$ cat src/rtl/bwd_pkg.sv
// Shared types for the byte-wide bus partition decoder.
// Assumes a 16-bit address space for both program and data.
package bwd_pkg;
    localparam int ADDR_W = 16;
    localparam int PER_W  = 14;   // peripheral windows are 16 KB

    typedef enum logic [2:0] {
        TGT_NONE = 3'd0,
        TGT_RAM  = 3'd1,
        TGT_PLO  = 3'd2,
        TGT_PHI  = 3'd3,
        TGT_EXT  = 3'd4
    } target_e;

    typedef struct packed {
        target_e             tgt;
        logic                wr;     // write strobe wanted
        logic                viol;   // blocked write
        logic [ADDR_W-1:0]   addr;
    } route_t;
endpackage

$ cat src/rtl/bwd_cfg_regs.sv
// Configuration registers: program limit, data limit, partition point
// and peripheral mode bit. Limits are counted in granules of 2**GRAN_W
// bytes and clamped to the number of granules in the space.
// Assumes the granule count fits in the 8-bit write data.
module bwd_cfg_regs #(
    parameter int ADDR_W = 16,
    parameter int GRAN_W = 12,
    localparam int UW    = ADDR_W - GRAN_W,
    localparam int LIM_W = UW + 1,
    localparam int NUNIT = 2 ** UW
) (
    input  logic             clk,
    input  logic             rst_n,
    input  logic             cfg_we,
    input  logic [1:0]       cfg_sel,
    input  logic [7:0]       cfg_wdata,
    output logic [LIM_W-1:0] prog_lim,
    output logic [LIM_W-1:0] data_lim,
    output logic [LIM_W-1:0] part_pt,
    output logic             per_mode
);
    logic [LIM_W-1:0] clamped;
    logic [LIM_W-1:0] lim_q [3];

    // Saturate an incoming limit value to the full space.
    always_comb begin
        if (cfg_wdata > 8'(NUNIT))
            clamped = LIM_W'(NUNIT);
        else
            clamped = cfg_wdata[LIM_W-1:0];
    end

    // One register per limit-style field, selected by index.
    for (genvar gi = 0; gi < 3; gi++) begin : g_lim
        always_ff @(posedge clk) begin
            if (!rst_n)
                lim_q[gi] <= LIM_W'(NUNIT);
            else if (cfg_we && cfg_sel == 2'(gi))
                lim_q[gi] <= clamped;
        end
    end

    // Peripheral mode bit lives at select 3.
    always_ff @(posedge clk) begin
        if (!rst_n)
            per_mode <= 1'b0;
        else if (cfg_we && cfg_sel == 2'd3)
            per_mode <= cfg_wdata[0];
    end

    assign prog_lim = lim_q[0];
    assign data_lim = lim_q[1];
    assign part_pt  = lim_q[2];
endmodule

$ cat src/rtl/bwd_addr_decode.sv
// Combinational route decision for one access. Program fetches compare
// against the program limit; data accesses go to the peripheral windows
// when the mode bit is set and the top address bit is 1, otherwise
// against the data limit. RAM data writes below the partition point
// are turned into violations with no write strobe.
module bwd_addr_decode
    import bwd_pkg::*;
#(
    parameter int ADDR_W = 16,
    parameter int GRAN_W = 12,
    localparam int UW    = ADDR_W - GRAN_W,
    localparam int LIM_W = UW + 1
) (
    input  logic              valid,
    input  logic              prog,
    input  logic              write,
    input  logic [ADDR_W-1:0] addr,
    input  logic [LIM_W-1:0]  prog_lim,
    input  logic [LIM_W-1:0]  data_lim,
    input  logic [LIM_W-1:0]  part_pt,
    input  logic              per_mode,
    output route_t            route
);
    logic [LIM_W-1:0] unit;
    logic             in_prog, in_data, in_code, per_hit;

    // Granule index and range comparisons.
    always_comb begin
        unit    = {1'b0, addr[ADDR_W-1:GRAN_W]};
        in_prog = unit < prog_lim;
        in_data = unit < data_lim;
        in_code = unit < part_pt;
        per_hit = per_mode && addr[ADDR_W-1];
    end

    // Pick the target, strobe and violation for this access.
    always_comb begin
        route      = '0;
        route.tgt  = TGT_NONE;
        if (valid) begin
            route.addr = addr;
            if (prog) begin
                route.tgt = in_prog ? TGT_RAM : TGT_EXT;
            end else if (per_hit) begin
                route.tgt  = addr[ADDR_W-2] ? TGT_PHI : TGT_PLO;
                route.addr = {{(ADDR_W-PER_W){1'b0}}, addr[PER_W-1:0]};
                route.wr   = write;
            end else if (in_data) begin
                route.tgt  = TGT_RAM;
                route.wr   = write && !in_code;
                route.viol = write && in_code;
            end else begin
                route.tgt = TGT_EXT;
            end
        end
    end
endmodule

$ cat src/rtl/bwd_bus_drive.sv
// Output register stage: turns a route decision into the registered
// active-low enables, expanded-bus select, strobe, address and flag.
module bwd_bus_drive
    import bwd_pkg::*;
#(
    parameter int ADDR_W = 16
) (
    input  logic              clk,
    input  logic              rst_n,
    input  route_t            route,
    output logic [ADDR_W-1:0] bw_addr,
    output logic              ram_ce_n,
    output logic              plo_ce_n,
    output logic              phi_ce_n,
    output logic              ext_en,
    output logic              bw_we_n,
    output logic              prot_flag
);
    // Register every bus output from the decoded route.
    always_ff @(posedge clk) begin
        if (!rst_n) begin
            bw_addr   <= '0;
            ram_ce_n  <= 1'b1;
            plo_ce_n  <= 1'b1;
            phi_ce_n  <= 1'b1;
            ext_en    <= 1'b0;
            bw_we_n   <= 1'b1;
            prot_flag <= 1'b0;
        end else begin
            bw_addr   <= route.addr;
            ram_ce_n  <= route.tgt != TGT_RAM;
            plo_ce_n  <= route.tgt != TGT_PLO;
            phi_ce_n  <= route.tgt != TGT_PHI;
            ext_en    <= route.tgt == TGT_EXT;
            bw_we_n   <= !route.wr;
            prot_flag <= route.viol;
        end
    end
endmodule

$ cat src/rtl/bwbus_decoder.sv
// Top of the byte-wide bus partition decoder: configuration registers,
// access decode and registered bus outputs. Outputs follow the request
// by one clock; register writes affect the next cycle's request.
module bwbus_decoder
    import bwd_pkg::*;
#(
    parameter int GRAN_W = 12,
    localparam int UW    = ADDR_W - GRAN_W,
    localparam int LIM_W = UW + 1
) (
    input  logic              clk,
    input  logic              rst_n,
    input  logic              cfg_we,
    input  logic [1:0]        cfg_sel,
    input  logic [7:0]        cfg_wdata,
    input  logic              acc_valid,
    input  logic              acc_prog,
    input  logic              acc_write,
    input  logic [ADDR_W-1:0] acc_addr,
    output logic [ADDR_W-1:0] bw_addr,
    output logic              ram_ce_n,
    output logic              plo_ce_n,
    output logic              phi_ce_n,
    output logic              ext_en,
    output logic              bw_we_n,
    output logic              prot_flag
);
    logic [LIM_W-1:0] prog_lim, data_lim, part_pt;
    logic             per_mode;
    route_t           route;

    bwd_cfg_regs #(.ADDR_W(ADDR_W), .GRAN_W(GRAN_W)) u_cfg (
        .clk(clk), .rst_n(rst_n),
        .cfg_we(cfg_we), .cfg_sel(cfg_sel), .cfg_wdata(cfg_wdata),
        .prog_lim(prog_lim), .data_lim(data_lim),
        .part_pt(part_pt), .per_mode(per_mode)
    );

    bwd_addr_decode #(.ADDR_W(ADDR_W), .GRAN_W(GRAN_W)) u_dec (
        .valid(acc_valid), .prog(acc_prog), .write(acc_write),
        .addr(acc_addr),
        .prog_lim(prog_lim), .data_lim(data_lim),
        .part_pt(part_pt), .per_mode(per_mode),
        .route(route)
    );

    bwd_bus_drive #(.ADDR_W(ADDR_W)) u_drv (
        .clk(clk), .rst_n(rst_n), .route(route),
        .bw_addr(bw_addr), .ram_ce_n(ram_ce_n),
        .plo_ce_n(plo_ce_n), .phi_ce_n(phi_ce_n),
        .ext_en(ext_en), .bw_we_n(bw_we_n), .prot_flag(prot_flag)
    );
endmodule

$ cat config.mk
export PLATFORM = sky130hd
export DESIGN_NAME = bwbus_decoder
export DESIGN_NICKNAME = d
export VERILOG_FILES = /design/src/rtl/bwd_pkg.sv /design/src/rtl/bwd_cfg_regs.sv /design/src/rtl/bwd_addr_decode.sv /design/src/rtl/bwd_bus_drive.sv /design/src/rtl/bwbus_decoder.sv
export SDC_FILE = /design/constraint.sdc
export NUM_CORES = 1
export LEC_CHECK = 0
export BUFFER_PORTS_ARGS = -buffer_cell sky130_fd_sc_hd__buf_2
export CAP_MARGIN = 10
export CELL_PAD_IN_SITES_DETAIL_PLACEMENT = 0
export CELL_PAD_IN_SITES_GLOBAL_PLACEMENT = 1
export CORE_ASPECT_RATIO = 1.4
export CORE_MARGIN = 2
export CORE_UTILIZATION = 39
export DETAILED_ROUTE_END_ITERATION = 16
export GPL_TIMING_DRIVEN = 0
export PLACE_DENSITY = 0.81
export SYNTH_ARGS = -nofsm -noshare
export SYNTH_HDL_FRONTEND = slang
export SYNTH_SLANG_ARGS = --single-unit
$ cat constraint.sdc
create_clock -name clk -period 2.6 [get_ports clk]
set_clock_uncertainty 0.2 [all_clocks]
set_input_delay 0.65 -clock clk [delete_from_list [all_inputs] [get_ports clk]]
set_output_delay 0.65 -clock clk [all_outputs]
set_load 0.005 [all_outputs]
# Word level (Yosys, flattened, before mapping)
# Memory sizes are Yosys's and may differ from the RTL's.
# Cells that the tools add are included.
[word_totals]
regBits = 23
latchBits = 0
mem_bits_rw = 15
romBits = 0
input_bits = 32
output_inout_bits = 22
mem_count = 1
[op_classes]
addsub = 0
multipliers = 0
div = 0
order_cmp = 4
eq_ne = 7
shift = 0
n_mux = 24
bitwise = 6
n_reduce_logical = 12
[memory_table]
columns = ["name", "depth", "width", "read_ports", "rd_clocked_by_memory_dff", "wr", "line", "source"]
rows = [
  ["u_cfg.lim_q", 3, 5, 3, 0, 3, "bwd_cfg_regs.sv:23", "logic [LIM_W-1:0] lim_q [3];"],
]
[op_table]
columns = ["op", "n"]
rows = [
  ["21-bit 2-to-1 mux", 1],
  ["5-bit 2-to-1 mux", 4],
  ["18-bit 2-to-1 mux", 1],
  ["16-bit 2-to-1 mux", 1],
  ["4-bit by 5-bit less-than comparator with 1-bit output", 3],
  ["1-bit 2-to-1 mux", 12],
  ["3-bit 2-to-1 mux", 3],
  ["8-bit by 5-bit greater-than comparator with 1-bit output (second input constant)", 1],
  ["1-bit logical AND", 7],
  ["3-bit by 2-bit != test with 1-bit output (second input constant)", 2],
  ["5-bit OR reduction", 1],
  ["2-bit == test (second input constant)", 2],
  ["4-bit 2-to-1 mux", 1],
  ["3-bit == test (second input constant)", 1],
  ["3-bit by 1-bit != test with 1-bit output (second input constant)", 1],
  ["1-bit inverter", 3],
  ["1-bit bitwise OR", 3],
  ["2-bit by 1-bit == test with 1-bit output (second input constant)", 1],
  ["1-bit logical NOT", 2],
  ["2-bit logical NOT", 1],
  ["2-bit 2-to-1 mux", 1],
  ["2-bit AND reduction", 1],
]

# Longest topological paths before layout
# An unclocked memory read counts as a cell.
[logic_depth]
ltp_word = 9
depth_mapped = 7
depth_no_buf = 7

# Hierarchy
# A second synthesis with hierarchy kept.
[unflattened]
hier_cells = 165
area_unflattened_um2 = 1798.0
[by_module_without_submodules]
columns = ["module", "instances", "cells_each", "area_per_inst_um2"]
rows = [
  ["bwd_cfg_regs", 1, 51, 695.7],
  ["bwd_bus_drive", 1, 46, 619.3],
  ["bwd_addr_decode", 1, 68, 483.0],
]

# Worst setup path before layout
# No wires, ideal clock.
[synth_timing]
path_kind = "input to register"
from = "input acc_addr[14]"
to = "register u_drv.ext_en"
arrival_time_ps = 1652
required_ps = 2334
path_slack_ps = 682
stages = 5
cell_sequence = "ha_1 -> o21ai_1 -> a221oi_1 -> nand3b_1 -> a21oi_2"
[synth_between]
elab_chain_len = 6
elab_cells_between_ends = 9
cone_classes = "order compare: 2; eq/ne: 1; mux: 6"
[synth_rtl]
columns = ["item", "line", "source"]
rows = [
  ["start, declared", "bwbus_decoder.sv:19", "input logic [ADDR_W-1:0] acc_addr,"],
  ["4-bit by 5-bit less-than comparator with 1-bit output", "bwd_addr_decode.sv:31", "in_data = unit < data_lim;"],
  ["3-bit 2-to-1 mux", "bwd_addr_decode.sv:48", "end else if (in_data) begin"],
  ["4-bit 2-to-1 mux", "bwd_addr_decode.sv:44", "end else if (per_hit) begin"],
  ["3-bit 2-to-1 mux *", "bwd_addr_decode.sv:42", "if (prog) begin"],
  ["21-bit 2-to-1 mux *", "bwd_addr_decode.sv:40", "if (valid) begin"],
  ["3-bit == test *", "bwd_bus_drive.sv:34", "ext_en <= route.tgt == TGT_EXT;"],
  ["end signal, assigned", "bwd_bus_drive.sv:26", "ext_en <= 1'b0;"],
  ["end signal, assigned", "bwd_bus_drive.sv:34", ""],
  ["end, declared", "bwd_bus_drive.sv:15", "output logic ext_en,"],
]
# Mark *: on every way between the ends. The rest lies on a longest branch, timed or not.
# A chain may end at the register's enable or synchronous reset.

==> summary.txt <==
Setup repair after global routing missed its margin: false
RePlAce Congestion: 0.744
Crit path kind: input pin to flip-flop
Dpl cells: 236
Antenna cells: 0
DR vias/cell: 4.82
Area Overhead vs Synth: 26.8%
Final worst path period need: 1.96 ns
I/O Buffers: 53
Share of layout cells above drive strength 1: 0.328
Outcome: complete, no violations
Tot GR Track Use: 0.136
Cell Chain, Critical Path: buf_2 -> clkbuf_1 -> clkbuf_1 -> o21ai_0
Register area share after synthesis: 0.594
Initial antenna violation count: 0
Fin util: 0.505
Post-Syn Nets: 181
Lkg Pwr: 0.937 nW
Post-CTS sizing: 0
Clk sinks: 38
Mapped Area: 0.00153 mm2
CP max stage cell: clkbuf_1
Final WL: 2820 um
Crit-path most repeated cell: clkbuf_1
Longest Clk Path Bufs: 2
Die ar.: 0.00445 mm2
Flops & latches, synth: 38
Bufs and invs on worst path: 3
Sequential Area: 911 um2
Most frequent cells in the layout: buf_2 (53), dfxtp_1 (23), inv_1 (16), edfxtp_1 (15)
Worst hold margin: 0.338 ns
CP Max Fanout: 10
Total of max-cap violations: 0
WP data arrival: 1.72 ns
Antenna viol nets, final: 0
Core area: 0.00385 mm2
Starting DRT DRC Count: 18
Hold Buf Count CTS: 0
Max incr delay on CP: 0.34 ns
Reg clk slew, reported paths: 0.07 ns
Post-DP HPWL: 2320 um
Max Transition Viols Final: 0
Placement Cell Area: 0.00185 mm2
First-pass GRT wire length: 4650 um
Relative slew margins: 0.559
Most common cell after layout, fill and taps aside: buf_2
CP endpoint kind: flip-flop
Final Setup Violations: 0
Number of I/O pins: 54
Total gr overflow: 0
DRT Pass-1 Iters: 4
Hold WC Path Type: flip-flop to flip-flop
Tcrit/Tclk final: 0.755
Die Y-Extent: 78.2 um
Post-CTS Setup Inserts: 0
Final Non-Filler Cells: 244
Yosys warning count: 0
Synth unique cells: 28
Initial Utilization: 0.398
Clk_lat worst skew: 0.28 ns
DR DRC count: 0
CP top delay family: buffers and inverters
Final instance area: 0.00194 mm2
Worst endpoint required time: 2.36 ns
Vias post-DR: 1175
Largest net degree at the start of global routing: 12
Worst Tran Pin Value: 0.655 ns
Mapped Cells: 140
CTS tree: yes
Die Span X: 57.0 um
Startpoint types: input pin
Number of global-route vias before repair: 1170
Final hold viol count: 0
Fillers: 374
Peak supply drop: 0.337 mV
Multi-input logic area: 551 um2
Pwr dens: 603 mW/mm2
Number of CTS-inserted buffers: 5
Setup Total Neg Slack: 0 ns
H-tree depth: 2
Wirelength per Cell: 11.6 um
Syn_area_per_cell: 10.9 um2
Fmax: 0.509 GHz
Site row count: 27
Fin nets: 241
Root buf cell: clkbuf_8
## routing by layer
layer	share of wire	vias up	GRT usage
li1	-	594	-
met5	0	-	0
met2	0.57	32	0.263
met3	0.058	6	0.0494
met1	0.35	543	0.116
met4	0.019	0	0.0698
## synthesized netlist by cell type
| master | instances | share of area |
|---|---|---|
| a211oi_1 | 1 | 0.0049 |
| a21o_1 | 1 | 0.0049 |
| a21oi_1 | 4 | 0.013 |
| a21oi_2 | 1 | 0.0057 |
| a221oi_1 | 1 | 0.0057 |
| and2_1 | 13 | 0.053 |
| and2b_2 | 1 | 0.0057 |
| and3_1 | 13 | 0.053 |
| and3_2 | 1 | 0.0049 |
| clkbuf_1 | 3 | 0.0073 |
| dfxtp_1 | 23 | 0.30 |
| edfxtp_1 | 15 | 0.29 |
| ha_1 | 9 | 0.073 |
| inv_1 | 16 | 0.039 |
| mux2i_1 | 1 | 0.0065 |
| nand2_1 | 10 | 0.024 |
| nand2b_1 | 1 | 0.0041 |
| nand3_1 | 2 | 0.0065 |
| nand3b_1 | 2 | 0.0098 |
| nor2_1 | 6 | 0.015 |
| nor2b_1 | 2 | 0.0082 |
| nor3_1 | 2 | 0.0065 |
| nor3_2 | 2 | 0.013 |
| nor4_1 | 1 | 0.0041 |
| o211ai_1 | 1 | 0.0049 |
| o21ai_0 | 6 | 0.020 |
| o21ai_1 | 1 | 0.0033 |
| or4b_4 | 1 | 0.0090 |
## worst register-to-register path, delay by kind of cell (launching register included)
family / cells / cell delay, ns
buffers and inverters: 1 / 0.04
AO/OA/AOI/OAI: 3 / 0.69
AND/OR/NAND/NOR: 1 / 0.16
flip-flops: 1 / 0.33
adder cells (fa/ha/maj): 1 / 0.26
## final timing paths
path	startpoint	to	slack, ns	cells after the start
max	rst_n	u_cfg.lim_q[1][4]	0.64	4
min	u_cfg.lim_q[2][4]	u_drv.bw_we_n	0.34	2
max reg2reg	u_cfg.lim_q[1][2]	u_drv.ext_en	0.85	6
min reg2reg	u_cfg.lim_q[2][4]	u_drv.bw_we_n	0.34	2
## stage by stage
step / power [mW] / setup WS, ns
3_3_place_gp: 0.776 / 0.395
4_1_cts: 1.18 / 0.642
5_1_grt: 1.21 / 0.519
3_5_place_dp: 0.783 / 0.347
6_report: 1.17 / 0.637
2_1_floorplan: 0.724 / 0.682
## power breakdown
part	switching (mW)	internal (mW)
registers	0.00704	0.646
logic	0.0598	0.0546
clock network	0.190	0.214
total	0.256	0.915
## cell families after synthesis
logic type,Yosys count,synth area share
AOI/OAI and AO/OA,16,0.0620
adders and majority gates,9,0.0735
buffers and inverters,19,0.0465
DFF,38,0.594
muxes,1,0.00653
and+or+nand+nor,57,0.217
## registers in the layout, indices dropped and copies added, names as in the netlist
| name | flops |
|---|---|
| u_drv.bw_addr | 16 |
| u_drv.prot_flag | 1 |
| u_drv.bw_we_n | 1 |
| u_cfg.per_mode | 1 |
| u_drv.ext_en | 1 |
| u_drv.ram_ce_n | 1 |
| u_cfg.lim_q | 15 |
| u_drv.plo_ce_n | 1 |
| u_drv.phi_ce_n | 1 |
## cell type report
| class | count | share of cell area |
|---|---|---|
| buffer | 3 | 0.00580 |
| clock buffer | 7 | 0.0444 |
| clock inverter | 1 | 0.00258 |
| inverter | 16 | 0.0309 |
| multi-input combinational | 83 | 0.283 |
| sequential | 38 | 0.469 |
| tap | 43 | 0.0277 |
| timing repair buffer | 53 | 0.137 |
Power figures use the tool's default switching activity.
